<file path="src/rtl/sdr_colgen_pkg.sv">
package sdr_colgen_pkg;
  localparam int CODE_W = 3;
  localparam int MAX_FIXED_LG = 3;
  localparam logic [CODE_W-1:0] CODE_FULL_PAGE = 3'b111;

  typedef enum logic {
    ORD_SEQ = 1'b0,
    ORD_ILV = 1'b1
  } order_e;
endpackage

</file>
<file path="src/rtl/sdr_colgen_decode.sv">
module sdr_colgen_decode
  import sdr_colgen_pkg::*;
#(
  parameter int COL_W = 8
) (
  input  logic [CODE_W-1:0] len_code,
  output logic [COL_W-1:0]  wrap_mask,
  output logic              full_page
);
  logic [1:0] lg;

  always_comb begin
    full_page = (len_code == CODE_FULL_PAGE);
    lg = len_code[2] ? 2'd0 : len_code[1:0];
    wrap_mask = '0;
    if (full_page) begin
      wrap_mask = '1;
    end else begin
      for (int i = 0; i < MAX_FIXED_LG; i++) begin
        if (i < int'(lg)) wrap_mask[i] = 1'b1;
      end
    end
  end
endmodule

</file>
<file path="src/rtl/sdr_colgen_seq.sv">
module sdr_colgen_seq
  import sdr_colgen_pkg::*;
#(
  parameter int COL_W = 8
) (
  input  logic             clk,
  input  logic             rst_n,
  input  logic             cke,
  input  logic             start,
  input  logic             term,
  input  logic [COL_W-1:0] start_col,
  input  logic [COL_W-1:0] mask_in,
  input  logic             full_in,
  input  order_e           order_in,
  output logic             active,
  output logic [COL_W-1:0] beat,
  output logic [COL_W-1:0] base,
  output logic [COL_W-1:0] mask,
  output order_e           order,
  output logic             at_end
);
  logic cke_q;
  logic full;

  assign at_end = !full && (beat == mask);

  always_ff @(posedge clk) begin
    if (!rst_n) begin
      cke_q  <= 1'b1;
      active <= 1'b0;
      beat   <= '0;
      base   <= '0;
      mask   <= '0;
      full   <= 1'b0;
      order  <= ORD_SEQ;
    end else begin
      cke_q <= cke;
      if (cke_q) begin
        if (start) begin
          active <= 1'b1;
          beat   <= '0;
          base   <= start_col;
          mask   <= mask_in;
          full   <= full_in;
          order  <= order_in;
        end else if (active) begin
          if (term || at_end) active <= 1'b0;
          else                beat   <= beat + 1'b1;
        end
      end
    end
  end
endmodule

</file>
<file path="src/rtl/sdr_colgen_map.sv">
module sdr_colgen_map
  import sdr_colgen_pkg::*;
#(
  parameter int COL_W = 8
) (
  input  logic [COL_W-1:0] base,
  input  logic [COL_W-1:0] beat,
  input  logic [COL_W-1:0] mask,
  input  order_e           order,
  output logic [COL_W-1:0] col
);
  logic [COL_W-1:0] sum;
  assign sum = base + beat;

  for (genvar i = 0; i < COL_W; i++) begin : g_bit
    logic wrapped;
    assign wrapped = (order == ORD_ILV) ? (base[i] ^ beat[i]) : sum[i];
    assign col[i]  = mask[i] ? wrapped : base[i];
  end
endmodule

</file>
<file path="src/rtl/sdr_colgen.sv">
module sdr_colgen
  import sdr_colgen_pkg::*;
#(
  parameter int COL_W = 8
) (
  input  logic             clk,
  input  logic             rst_n,
  input  logic             cke,
  input  logic             start,
  input  logic [COL_W-1:0] start_col,
  input  logic [2:0]       len_code,
  input  logic             order_ilv,
  input  logic             term,
  output logic [COL_W-1:0] col,
  output logic             valid,
  output logic             last
);
  logic [COL_W-1:0] dec_mask;
  logic             dec_full;
  logic             active;
  logic             at_end;
  logic [COL_W-1:0] beat;
  logic [COL_W-1:0] base;
  logic [COL_W-1:0] mask;
  order_e           order;

  sdr_colgen_decode #(.COL_W(COL_W)) u_decode (
    .len_code (len_code),
    .wrap_mask(dec_mask),
    .full_page(dec_full)
  );

  sdr_colgen_seq #(.COL_W(COL_W)) u_seq (
    .clk      (clk),
    .rst_n    (rst_n),
    .cke      (cke),
    .start    (start),
    .term     (term),
    .start_col(start_col),
    .mask_in  (dec_mask),
    .full_in  (dec_full),
    .order_in (order_ilv ? ORD_ILV : ORD_SEQ),
    .active   (active),
    .beat     (beat),
    .base     (base),
    .mask     (mask),
    .order    (order),
    .at_end   (at_end)
  );

  sdr_colgen_map #(.COL_W(COL_W)) u_map (
    .base (base),
    .beat (beat),
    .mask (mask),
    .order(order),
    .col  (col)
  );

  assign valid = active;
  assign last  = active && at_end;
endmodule

</file>
<file path="config.mk">
export PLATFORM = sky130hd
export DESIGN_NAME = sdr_colgen
export DESIGN_NICKNAME = d
export VERILOG_FILES = /design/src/rtl/sdr_colgen_pkg.sv /design/src/rtl/sdr_colgen_decode.sv /design/src/rtl/sdr_colgen_seq.sv /design/src/rtl/sdr_colgen_map.sv /design/src/rtl/sdr_colgen.sv
export SDC_FILE = /design/constraint.sdc
export NUM_CORES = 1
export LEC_CHECK = 0
export CORE_AREA = 2 2 64 48
export CTS_CLUSTER_SIZE = 25
export DETAILED_ROUTE_END_ITERATION = 10
export DIE_AREA = 0 0 66 50
export PLACE_DENSITY = 0.83
export SKIP_CTS_REPAIR_TIMING = 1
export SYNTH_ARGS = -nofsm -noshare
export SYNTH_HDL_FRONTEND = slang
export SYNTH_SLANG_ARGS = --single-unit
</file>
<file path="constraint.sdc">
create_clock -name clk -period 5.4 [get_ports clk]
set_input_delay 0.54 -clock clk [delete_from_list [all_inputs] [get_ports clk]]
set_output_delay 0.54 -clock clk [all_outputs]
set_load 0.005 [all_outputs]
</file>
# Yosys cells after proc, flatten, opt, wreduce, memory -nomap -nowiden
# Index checks and enable logic that the tools add are counted.
# W data, S select, Z words.
word_totals:
  reg_bits: 28
  input_bits: 17
  output_inout_bits: 10
  wordCells: 59
classes:
  n_addsub: 2
  order_cmp: 3
  n_eq_ne: 3
  mux: 29
  bitwise_logic: 8
  n_reduce_logical: 7
ops:
  columns: ["cell", "n"]
  rows:
  - ["$mux W8", 3]
  - ["$mux W1", 23]
  - ["$add A8 B1 Y8 const B", 1]
  - ["$add A8 B8 Y8", 1]
  - ["$eq A8 B8 Y1", 1]
  - ["$xor A1 B1 Y1", 8]
  - ["$mux W5", 1]
  - ["$lt A1 B2 Y1 const A", 2]
  - ["$eq A3 B3 Y1 const B", 1]
  - ["$mux W3", 1]
  - ["$reduce_and A3 Y1", 1]
  - ["$logic_and A1 B1 Y1", 2]
  - ["$lt A2 B2 Y1 const A", 1]
  - ["$mux W2", 1]
  - ["$ne A2 B2 Y1 const B", 1]
  - ["$reduce_and A2 Y1", 1]
  - ["$reduce_bool A2 Y1", 1]
  - ["$logic_not A1 Y1", 1]
  - ["$logic_or A1 B1 Y1", 1]

# Depth between registers and ports, before layout
# Gate-level depths: netlist (run 1).
depth:
  word_depth: 6
  depth_mapped: 7

# Cells and area by module
# Synthesis (run 1) repeated with hierarchy kept, for this count alone.
unflattened:
  cells_unflattened: 228
  area_unflattened_um2: 1757.9
by_module_without_submodules:
  columns: ["mod", "n_inst", "cells_each", "area_each_um2", "seq_area_each_um2"]
  rows:
  - ["sdr_colgen_seq", 1, 161, 1270.0, 560.5]
  - ["sdr_colgen_map", 1, 56, 407.9, 0.0]
  - ["sdr_colgen_decode", 1, 10, 73.8, 0.0]
  - ["sdr_colgen", 1, 1, 6.3, 0.0]

# Worst setup path after synthesis (run 1)
# Ideal clock, no wire load.
synth_path:
  path_type: "register to output"
  from: "reg u_seq.beat[1]"
  to: "out col[7]"
  t_arrival_ns: 1.866
  t_required_ns: 4.860
  path_slack_ns: 2.994
  path_stages_with_launch: 7
  n_path_buf: 0
  cell_sequence: "dfxtp_1 ha_1 a21o_1 a221o_1 or3_1 a211oi_2 xnor2_1"
synth_between:
  elab_chain_cells: 3
synth_lines:
  columns: ["element", "line_no", "rtl"]
  rows:
  - ["start: declaration", "sdr_colgen_seq.sv:16", "output logic [COL_W-1:0] beat,"]
  - ["start signal: assignment", "sdr_colgen_seq.sv:48", "else beat <= beat + 1'b1;"]
  - ["$add A8 B8 Y8", "sdr_colgen_map.sv:13", "assign sum = base + beat;"]
  - ["$mux W1", "sdr_colgen_map.sv:17", "assign wrapped = (order == ORD_ILV) ? (base[i] ^ beat[i]) : sum[i];"]
  - ["$mux W1", "sdr_colgen_map.sv:18", "assign col[i] = mask[i] ? wrapped : base[i];"]
  - ["end: declaration", "sdr_colgen.sv:14", "output logic [COL_W-1:0] col,"]
# No other way between the ends.

# Worst setup path after layout (run 1)
# Ends and elaborated chain as after synthesis.

==> flow_summary.html, run 1 <==
<table>
<tr><th>Metric</th><th>Value</th></tr>
<tr><th colspan="2">Outcome</th></tr>
<tr><td>Status</td><td>finished, final reports clean</td></tr>
<tr><th colspan="2">Global routing</th></tr>
<tr><td>Total grt overflow</td><td>0</td></tr>
<tr><td>Global-route wire length before repair</td><td>5780 um</td></tr>
<tr><td>GRT Overall Usage</td><td>0.234</td></tr>
<tr><td>Antenna violations before repair</td><td>0</td></tr>
<tr><td>Via count of the first global-routing pass</td><td>1365</td></tr>
<tr><td>Pin count of the biggest net entering global routing</td><td>19</td></tr>
<tr><th colspan="2">Flow run</th></tr>
<tr><td>Total of max-cap violations</td><td>0</td></tr>
<tr><th colspan="2">Synth</th></tr>
<tr><td>Largest area contributor in the netlist</td><td>sky130_fd_sc_hd__dfxtp_1</td></tr>
<tr><td>Cell count after synthesis</td><td>182</td></tr>
<tr><td>Most instantiated library cell after synthesis</td><td>sky130_fd_sc_hd__nand2_1</td></tr>
<tr><td>Synthesis warning total</td><td>0</td></tr>
<tr><td>Biggest area contributors in the synthesized netlist</td><td>sky130_fd_sc_hd__dfxtp_1 33%, sky130_fd_sc_hd__nand2_1 8.8%, sky130_fd_sc_hd__ha_1 7.1%</td></tr>
<tr><td>Post-synth net total</td><td>208</td></tr>
<tr><td>Commonest cells post-synth</td><td>33 x sky130_fd_sc_hd__nand2_1, 23 x sky130_fd_sc_hd__dfxtp_1, 15 x sky130_fd_sc_hd__nor2_1, 13 x sky130_fd_sc_hd__a21oi_1, 11 x sky130_fd_sc_hd__a21boi_0</td></tr>
<tr><td>Dominant synthesized flop cell</td><td>sky130_fd_sc_hd__dfxtp_1</td></tr>
<tr><td>Count of flip-flops with a built-in enable after synthesis</td><td>0</td></tr>
<tr><td>Post-synth ARST share</td><td>0</td></tr>
<tr><td>Area share of the leading cell type in the synthesized netlist</td><td>0.326</td></tr>
<tr><td>Register area share after synthesis</td><td>0.326</td></tr>
<tr><td>Cell Area, Synth</td><td>1410 um2</td></tr>
<tr><td>Mean instance size in the synthesized netlist</td><td>7.77 um2</td></tr>
<tr><td>Count of different cell masters after synthesis</td><td>38</td></tr>
<tr><td>Count of state elements after synthesis</td><td>23</td></tr>
<tr><th colspan="2">Drt</th></tr>
<tr><td>Routed wirelength normalized by instance count</td><td>14.3 um</td></tr>
<tr><td>Remaining antenna violation count after routing</td><td>0</td></tr>
<tr><td>Count of routing violations after the opening detailed-route iteration</td><td>55</td></tr>
<tr><td>Post-route DRC</td><td>0</td></tr>
<tr><td>Drt first pass iters</td><td>4</td></tr>
<tr><td>Detailed-route via count</td><td>1364</td></tr>
<tr><td>Final WL</td><td>3480 um</td></tr>
<tr><td>Post-detailed-route via-to-cell ratio</td><td>5.61</td></tr>
<tr><th colspan="2">Floorplanning</th></tr>
<tr><td>Vertical die dimension</td><td>50 um</td></tr>
<tr><td>DIE WIDTH</td><td>66 um</td></tr>
<tr><td>Core Region</td><td>2680 um2</td></tr>
<tr><td>Placement Rows</td><td>16</td></tr>
<tr><td>Starting density of the core</td><td>0.527</td></tr>
<tr><td>IO Count</td><td>27</td></tr>
<tr><td>Die Area</td><td>3300 um2</td></tr>
<tr><th colspan="2">Power and ir drop</th></tr>
<tr><td>Worst IR drop on VDD</td><td>134 uV</td></tr>
<tr><td>Power density normalized to cell area</td><td>203 nW/um2</td></tr>
<tr><td>Power share of the combinational group</td><td>0.168</td></tr>
<tr><td>Total power</td><td>0.354 mW</td></tr>
<tr><td>Switching power as a share of total power</td><td>0.262</td></tr>
<tr><td>P_sw</td><td>0.0930 mW</td></tr>
<tr><td>Internal power</td><td>0.261 mW</td></tr>
<tr><td>Static leakage</td><td>0.666 nW</td></tr>
<tr><td>Sequential power share</td><td>0.516</td></tr>
<tr><td>Clk network pwr share</td><td>0.316</td></tr>
<tr><th colspan="2">Clock tree</th></tr>
<tr><td>TritonCTS buffer count</td><td>3</td></tr>
<tr><td>Number of clock sinks seen by CTS</td><td>23</td></tr>
<tr><td>Post-CTS clock slew at the launch and capture registers of the worst setup and hold paths</td><td>0.08 ns</td></tr>
<tr><td>Worst-Skew Late Latency</td><td>0.27 ns</td></tr>
<tr><td>Worst-case clock buffer depth</td><td>2</td></tr>
<tr><td>Number of levels the H-tree was split into</td><td>1</td></tr>
<tr><td>Clock tree from TritonCTS</td><td>built</td></tr>
<tr><td>Clock root buffer</td><td>sky130_fd_sc_hd__clkbuf_8</td></tr>
<tr><th colspan="2">Layout</th></tr>
<tr><td>Area added between synthesis and finish</td><td>23.5%</td></tr>
<tr><td>Share of the core filled with cells</td><td>0.651</td></tr>
<tr><td>Final #Nets</td><td>234</td></tr>
<tr><td>Share of cells above drive strength 1</td><td>0.0338</td></tr>
<tr><td>Antenna Cells</td><td>0</td></tr>
<tr><th colspan="2">Setup path</th></tr>
<tr><td>CP startpoint kind</td><td>register</td></tr>
<tr><td>R2R setup slack</td><td>3.42 ns</td></tr>
<tr><td>Critical-path top delay cell</td><td>sky130_fd_sc_hd__dfxtp_1</td></tr>
<tr><td>Cell-by-cell trace of the critical path</td><td>ha_1 &gt; a21o_1 &gt; a221o_1 &gt; or3_1 &gt; a211oi_2 &gt; xnor2_1 &gt; clkdlybuf4s50_1</td></tr>
<tr><td>Highest net fanout along the worst path</td><td>7</td></tr>
<tr><td>Highest cell delay on the worst timing path</td><td>0.52 ns</td></tr>
<tr><td>Endpoint required time on the critical path</td><td>4.86 ns</td></tr>
<tr><td>CP Data Arrival Time</td><td>2.83 ns</td></tr>
<tr><td>Worst setup path class</td><td>register to output port</td></tr>
<tr><td>Element type at the critical path end</td><td>output port</td></tr>
<tr><th colspan="2">Timing</th></tr>
<tr><td>Final-layout worst hold slack</td><td>0.503 ns</td></tr>
<tr><td>Post-route setup TNS</td><td>0 ns</td></tr>
<tr><td>RSZ-0062 raised after global routing</td><td>no</td></tr>
<tr><td>Max Transition Viols Final</td><td>0</td></tr>
<tr><td>F_max</td><td>297 MHz</td></tr>
<tr><td>Count of final hold-check violations</td><td>0</td></tr>
<tr><td>Clock period minus worst slack</td><td>3.37 ns</td></tr>
<tr><td>Worst-case clock skew</td><td>0.00134 ns</td></tr>
<tr><td>Worst slew slack as a fraction of its limit</td><td>0.602</td></tr>
<tr><td>Final setup margin</td><td>2.03 ns</td></tr>
<tr><td>Setup violations, final</td><td>0</td></tr>
<tr><td>Final Cycle Share</td><td>0.624</td></tr>
<tr><td>Actual slew at the worst max-slew pin</td><td>0.593 ns</td></tr>
<tr><th colspan="2">Placement</th></tr>
<tr><td>Number of buffers inserted by port buffering</td><td>26</td></tr>
<tr><td>Final HPWL DP</td><td>2660 um</td></tr>
<tr><td>Final weighted congestion of routability-driven global placement</td><td>0.944</td></tr>
<tr><td>Worst setup slack before clock tree synthesis</td><td>2.35 ns</td></tr>
<tr><th colspan="2">Hold path</th></tr>
<tr><td>HP Class</td><td>register to register</td></tr>
</table>
-- kinds of logic (layout without fill, tap and decap cells) --
logic type,count (synthesis),in the layout,share of synthesized area
AOI/OAI and AO/OA,48,48,0.219
xor gates and xnor gates,10,10,0.0620
adders and majority gates,9,9,0.0850
buffers and inverters,10,35,0.0266
DFF,23,23,0.326
muxes,2,2,0.0150
and+or+nand+nor,80,80,0.266
-- layout make-up --
type | count | area [um2]
fillers | 243 | 937
inverters | 5 | 18.8
repair buffers | 26 | 260
flip-flops and latches | 23 | 460
multi-input cells | 149 | 916
clock buffers | 4 | 45.0
well taps | 36 | 45.0
-- power by group through the flow --
stage          Sequential, mW  Clock (mW)  Combinational (mW)
4_1_cts                 0.183       0.113              0.0599
3_5_place_dp            0.187           0              0.0595
2_1_floorplan           0.184           0              0.0307
6_report                0.183       0.112              0.0596
5_1_grt                 0.184       0.119              0.0660
3_3_place_gp            0.186           0              0.0567
-- worst paths after layout --
path,startpoint,end,depth (start not counted)
max,u_seq.beat[1]$_SDFFE_PN0P_,col[7],7
min,u_seq.base[7]$_SDFFE_PN0P_,u_seq.base[7]$_SDFFE_PN0P_,2
max reg2reg,u_seq.cke_q$_SDFF_PN1_,u_seq.beat[5]$_SDFFE_PN0P_,5
min reg2reg,u_seq.base[7]$_SDFFE_PN0P_,u_seq.base[7]$_SDFFE_PN0P_,2
-- sequential cells by signal, summed over array words and instances (netlist names) --
name	flops
u_seq.beat	8
u_seq.cke_q	1
u_seq.active	1
u_seq.mask	4
u_seq.order	1
u_seq.base	8
-- critical path: cells and delay by family, from the launching register on --
| kind | cells | cell delay [ns] |
|---|---|---|
| adders and majority gates | 1 | 0.30 |
| AOI/OAI and AO/OA | 3 | 0.75 |
| DFF | 1 | 0.52 |
| xor gates and xnor gates | 1 | 0.14 |
| buffers and inverters | 1 | 0.52 |
| and+or+nand+nor | 1 | 0.33 |
-- cells in the final DEF, fill, tap and decap left out, types with 3 or more instances in the layout --
cell type	instances
sky130_fd_sc_hd__nor2_1	15
sky130_fd_sc_hd__nand2b_1	3
sky130_fd_sc_hd__a21boi_0	11
sky130_fd_sc_hd__nor2b_1	3
sky130_fd_sc_hd__o21ai_0	10
sky130_fd_sc_hd__clkdlybuf4s50_1	26
sky130_fd_sc_hd__clkbuf_8	3
sky130_fd_sc_hd__and2_1	4
sky130_fd_sc_hd__o211ai_1	3
sky130_fd_sc_hd__or3_1	5
sky130_fd_sc_hd__xnor2_1	7
sky130_fd_sc_hd__inv_1	5
sky130_fd_sc_hd__dfxtp_1	23
sky130_fd_sc_hd__nand3_1	7
sky130_fd_sc_hd__xor2_1	3
sky130_fd_sc_hd__nand2_1	33
sky130_fd_sc_hd__a21oi_1	13
sky130_fd_sc_hd__ha_1	8
-- layer usage --
layer	GRT usage	wire [um]
met2	0.412	1720
met3	0.0571	116
met1	0.268	1570
met4	0.0986	73
met5	0	0
-- per-stage QoR --
stage	std cells	area [um2]
3_3_place_gp	239	1700
4_1_cts	243	1750
3_5_place_dp	239	1700
2_1_floorplan	182	1410
6_report	243	1750
5_1_grt	243	1750
Note: power is estimated with default switching activity, not from simulation.
==> run 2: changes to the inputs <==
CORE_AREA = 2 2 70 52   (was 2 2 64 48)
DIE_AREA = 0 0 72 54   (was 0 0 66 50)
PLACE_DENSITY = 0.74   (was 0.83)
clock period = 2.78 ns   (was 5.4 ns; I/O delays follow)
==> run 2 against run 1 <==
Against the previous run:
- final cell count rose by 4.5%
- power is 93% higher
- non-clock buffer count grew 7
==> flow_summary.html, run 2 (synthesized netlist as in run 1, its figures left out) <==
<table>
<tr><th>Metric</th><th>Value</th></tr>
<tr><th colspan="2">Layout</th></tr>
<tr><td>Leading cell type in the layout, fill and taps excluded</td><td>sky130_fd_sc_hd__nand2_1 (unchanged)</td></tr>
<tr><td>Antenna Cells</td><td>0 (unchanged)</td></tr>
<tr><td>Area used by multi-input combinational logic</td><td>945 um2 (was 916 um2)</td></tr>
<tr><td>Combined flip-flop and latch cell area</td><td>463 um2 (was 460 um2)</td></tr>
<tr><td>Top flop regs</td><td>u_seq.base: 8 flops, u_seq.beat: 8 flops, u_seq.mask: 4 flops (unchanged)</td></tr>
<tr><td>Post-route insts no fill</td><td>254 (was 243)</td></tr>
<tr><td>Final-layout fill cell count</td><td>307 (was 243)</td></tr>
<tr><td>Share of the core filled with cells</td><td>0.557 (was 0.651)</td></tr>
<tr><td>Area added between synthesis and finish</td><td>30.4% (was 23.5%)</td></tr>
<tr><td>Final Cell Area</td><td>1840 um2 (was 1750 um2)</td></tr>
<tr><td>Leading cell types in the layout, fill and taps excluded</td><td>33 x sky130_fd_sc_hd__nand2_1, 23 x sky130_fd_sc_hd__clkdlybuf4s50_1, 21 x sky130_fd_sc_hd__dfxtp_1, 15 x sky130_fd_sc_hd__nor2_1, 12 x sky130_fd_sc_hd__a21oi_1 (was 33 x sky130_fd_sc_hd__nand2_1, 26 x sky130_fd_sc_hd__clkdlybuf4s50_1, 23 x sky130_fd_sc_hd__dfxtp_1, 15 x sky130_fd_sc_hd__nor2_1, 13 x sky130_fd_sc_hd__a21oi_1)</td></tr>
<tr><td>Final #Nets</td><td>241 (was 234)</td></tr>
<tr><td>Share of cells above drive strength 1</td><td>0.0935 (was 0.0338)</td></tr>
<tr><th colspan="2">Placement</th></tr>
<tr><td>Worst setup slack before clock tree synthesis</td><td>0.116 ns (was 2.35 ns)</td></tr>
<tr><td>Total instance count after detailed placement</td><td>250 (was 239)</td></tr>
<tr><td>Number of buffers inserted by port buffering</td><td>26 (unchanged)</td></tr>
<tr><td>Final weighted congestion of routability-driven global placement</td><td>0.817 (was 0.944)</td></tr>
<tr><td>Post-Place Cell Area</td><td>1760 um2 (was 1700 um2)</td></tr>
<tr><td>Final HPWL DP</td><td>2460 um (was 2660 um)</td></tr>
<tr><th colspan="2">Timing</th></tr>
<tr><td>Max Transition Viols Final</td><td>0 (unchanged)</td></tr>
<tr><td>Count of final hold-check violations</td><td>0 (unchanged)</td></tr>
<tr><td>Final Cycle Share</td><td>0.948</td></tr>
<tr><td>Worst slew slack as a fraction of its limit</td><td>0.611 (was 0.602)</td></tr>
<tr><td>F_max</td><td>379 MHz</td></tr>
<tr><td>Actual slew at the worst max-slew pin</td><td>0.580 ns (was 0.593 ns)</td></tr>
<tr><td>Post-route setup TNS</td><td>0 ns (unchanged)</td></tr>
<tr><td>Clock period minus worst slack</td><td>2.64 ns</td></tr>
<tr><td>Worst-case clock skew</td><td>0.00233 ns (was 0.00134 ns)</td></tr>
<tr><td>Final-layout worst hold slack</td><td>0.487 ns (was 0.503 ns)</td></tr>
<tr><td>Setup violations, final</td><td>0 (unchanged)</td></tr>
<tr><td>RSZ-0062 raised after global routing</td><td>no (unchanged)</td></tr>
<tr><td>Final setup margin</td><td>0.144 ns (was 2.03 ns)</td></tr>
<tr><th colspan="2">Floorplanning</th></tr>
<tr><td>Vertical die dimension</td><td>54 um (was 50 um)</td></tr>
<tr><td>Core Region</td><td>3310 um2 (was 2680 um2)</td></tr>
<tr><td>Starting density of the core</td><td>0.427 (was 0.527)</td></tr>
<tr><td>IO Count</td><td>27 (unchanged)</td></tr>
<tr><td>Die Area</td><td>3890 um2 (was 3300 um2)</td></tr>
<tr><td>DIE WIDTH</td><td>72 um (was 66 um)</td></tr>
<tr><td>Placement Rows</td><td>18 (was 16)</td></tr>
<tr><th colspan="2">Power and ir drop</th></tr>
<tr><td>Total power</td><td>0.682 mW (was 0.354 mW)</td></tr>
<tr><td>Worst IR drop on VDD</td><td>369 uV (was 134 uV)</td></tr>
<tr><td>Static leakage</td><td>0.751 nW (was 0.666 nW)</td></tr>
<tr><td>Power density normalized to cell area</td><td>370 nW/um2 (was 203 nW/um2)</td></tr>
<tr><th colspan="2">Setup path</th></tr>
<tr><td>CP startpoint kind</td><td>register (unchanged)</td></tr>
<tr><td>Worst setup path class</td><td>register to output port (unchanged)</td></tr>
<tr><td>Depth of the worst register-to-register path</td><td>6 (was 5)</td></tr>
<tr><td>Element type at the critical path end</td><td>output port (unchanged)</td></tr>
<tr><td>R2R setup slack</td><td>0.99 ns (was 3.42 ns)</td></tr>
<tr><td>Worst reg2reg path endpoint</td><td>u_seq.active$_SDFFE_PN0P_ (was u_seq.beat[5]$_SDFFE_PN0P_)</td></tr>
<tr><td>Startpoint of the worst register-to-register path</td><td>u_seq.beat[2]$_SDFFE_PN0P_ (was u_seq.cke_q$_SDFF_PN1_)</td></tr>
<tr><td>Highest net fanout along the worst path</td><td>6 (was 7)</td></tr>
<tr><td>Endpoint required time on the critical path</td><td>2.50 ns (was 4.86 ns)</td></tr>
<tr><td>CP Data Arrival Time</td><td>2.36 ns (was 2.83 ns)</td></tr>
<tr><th colspan="2">Clock tree</th></tr>
<tr><td>TritonCTS buffer count</td><td>3 (unchanged)</td></tr>
<tr><td>Post-CTS clock slew at the launch and capture registers of the worst setup and hold paths</td><td>0.08 ns (about the same)</td></tr>
<tr><td>Number of clock sinks seen by CTS</td><td>23 (unchanged)</td></tr>
<tr><td>Worst-Skew Late Latency</td><td>0.26 ns (was 0.27 ns)</td></tr>
<tr><td>Clock tree from TritonCTS</td><td>built (unchanged)</td></tr>
<tr><td>Number of levels the H-tree was split into</td><td>1 (unchanged)</td></tr>
<tr><td>Worst-case clock buffer depth</td><td>2 (unchanged)</td></tr>
<tr><td>Clock root buffer</td><td>sky130_fd_sc_hd__clkbuf_8 (unchanged)</td></tr>
<tr><th colspan="2">Drt</th></tr>
<tr><td>Drt first pass iters</td><td>4 (unchanged)</td></tr>
<tr><td>Final WL</td><td>3150 um (was 3480 um)</td></tr>
<tr><td>Count of routing violations after the opening detailed-route iteration</td><td>107 (was 55)</td></tr>
<tr><td>Remaining antenna violation count after routing</td><td>0 (unchanged)</td></tr>
<tr><td>Detailed-route via count</td><td>1345 (was 1364)</td></tr>
<tr><td>Post-detailed-route via-to-cell ratio</td><td>5.30 (was 5.61)</td></tr>
<tr><td>Routed wirelength normalized by instance count</td><td>12.4 um (was 14.3 um)</td></tr>
<tr><td>Post-route DRC</td><td>0 (unchanged)</td></tr>
<tr><th colspan="2">Global routing</th></tr>
<tr><td>Total grt overflow</td><td>0 (unchanged)</td></tr>
<tr><td>Via count of the first global-routing pass</td><td>1179 (was 1365)</td></tr>
<tr><td>GRT Overall Usage</td><td>0.181 (was 0.234)</td></tr>
<tr><td>Global-route wire length before repair</td><td>5420 um (was 5780 um)</td></tr>
<tr><td>Pin count of the biggest net entering global routing</td><td>18 (was 19)</td></tr>
<tr><td>Antenna violations before repair</td><td>0 (unchanged)</td></tr>
<tr><th colspan="2">Flow run</th></tr>
<tr><td>Total of max-cap violations</td><td>0 (unchanged)</td></tr>
<tr><th colspan="2">Hold path</th></tr>
<tr><td>Capture endpoint of the worst hold path</td><td>u_seq.base[5]$_SDFFE_PN0P_ (was u_seq.base[7]$_SDFFE_PN0P_)</td></tr>
<tr><td>HP Class</td><td>register to register (unchanged)</td></tr>
<tr><td>Hold-critical path depth</td><td>2 (unchanged)</td></tr>
<tr><td>HP Start</td><td>u_seq.base[5]$_SDFFE_PN0P_ (was u_seq.base[7]$_SDFFE_PN0P_)</td></tr>
<tr><th colspan="2">Outcome</th></tr>
<tr><td>Status</td><td>finished, final reports clean (unchanged)</td></tr>
</table>
## run 2: worst max path at each step
stage	endpoint	slack, ns	startpoint	depth (start not counted)
after detailed placement	col[7]	0.12	u_seq.beat[4]$_SDFFE_PN0P_	7
after global routing	col[5]	0.02	u_seq.beat[4]$_SDFFE_PN0P_	7
final	col[5]	0.14	u_seq.beat[4]$_SDFFE_PN0P_	7
after CTS	col[7]	-0.20	u_seq.beat[4]$_SDFFE_PN0P_	7
after global placement	col[7]	0.15	u_seq.beat[4]$_SDFFE_PN0P_	7
after floorplan	col[7]	0.64	u_seq.beat[1]$_SDFFE_PN0P_	6
## run 2: cell type report
type	instances	area share
tap	40	0.0272
clock buffer	3	0.0224
clock inverter	1	0.00272
inverter	5	0.0102
multi-input combinational	149	0.513
timing repair buffer	33	0.174
sequential	23	0.251
## run 2: power by group
group | switching [mW] | internal [mW] | total, mW
Clock | 0.108 | 0.100 | 0.208
Sequential | 0.0133 | 0.342 | 0.355
Combinational | 0.0519 | 0.0673 | 0.119
Total | 0.173 | 0.509 | 0.682
## run 2: worst max-delay path, stage by stage (launching register included)
cell                              delay, ns
sky130_fd_sc_hd__dfxtp_2               0.35
sky130_fd_sc_hd__ha_1                  0.31
sky130_fd_sc_hd__and3_1                0.19
sky130_fd_sc_hd__a221o_1               0.35
sky130_fd_sc_hd__o21ai_1               0.16
sky130_fd_sc_hd__xor2_1                0.08
sky130_fd_sc_hd__a21oi_1               0.14
sky130_fd_sc_hd__clkdlybuf4s50_1       0.51
## run 2: per-layer routing
metal | GRT usage | share of wire | up-vias
met5 | 0 | 0 | -
li1 | - | - | 711
met2 | 0.285 | 0.41 | 37
met1 | 0.250 | 0.52 | 593
met3 | 0.0524 | 0.058 | 4
met4 | 0.0346 | 0.0092 | 0
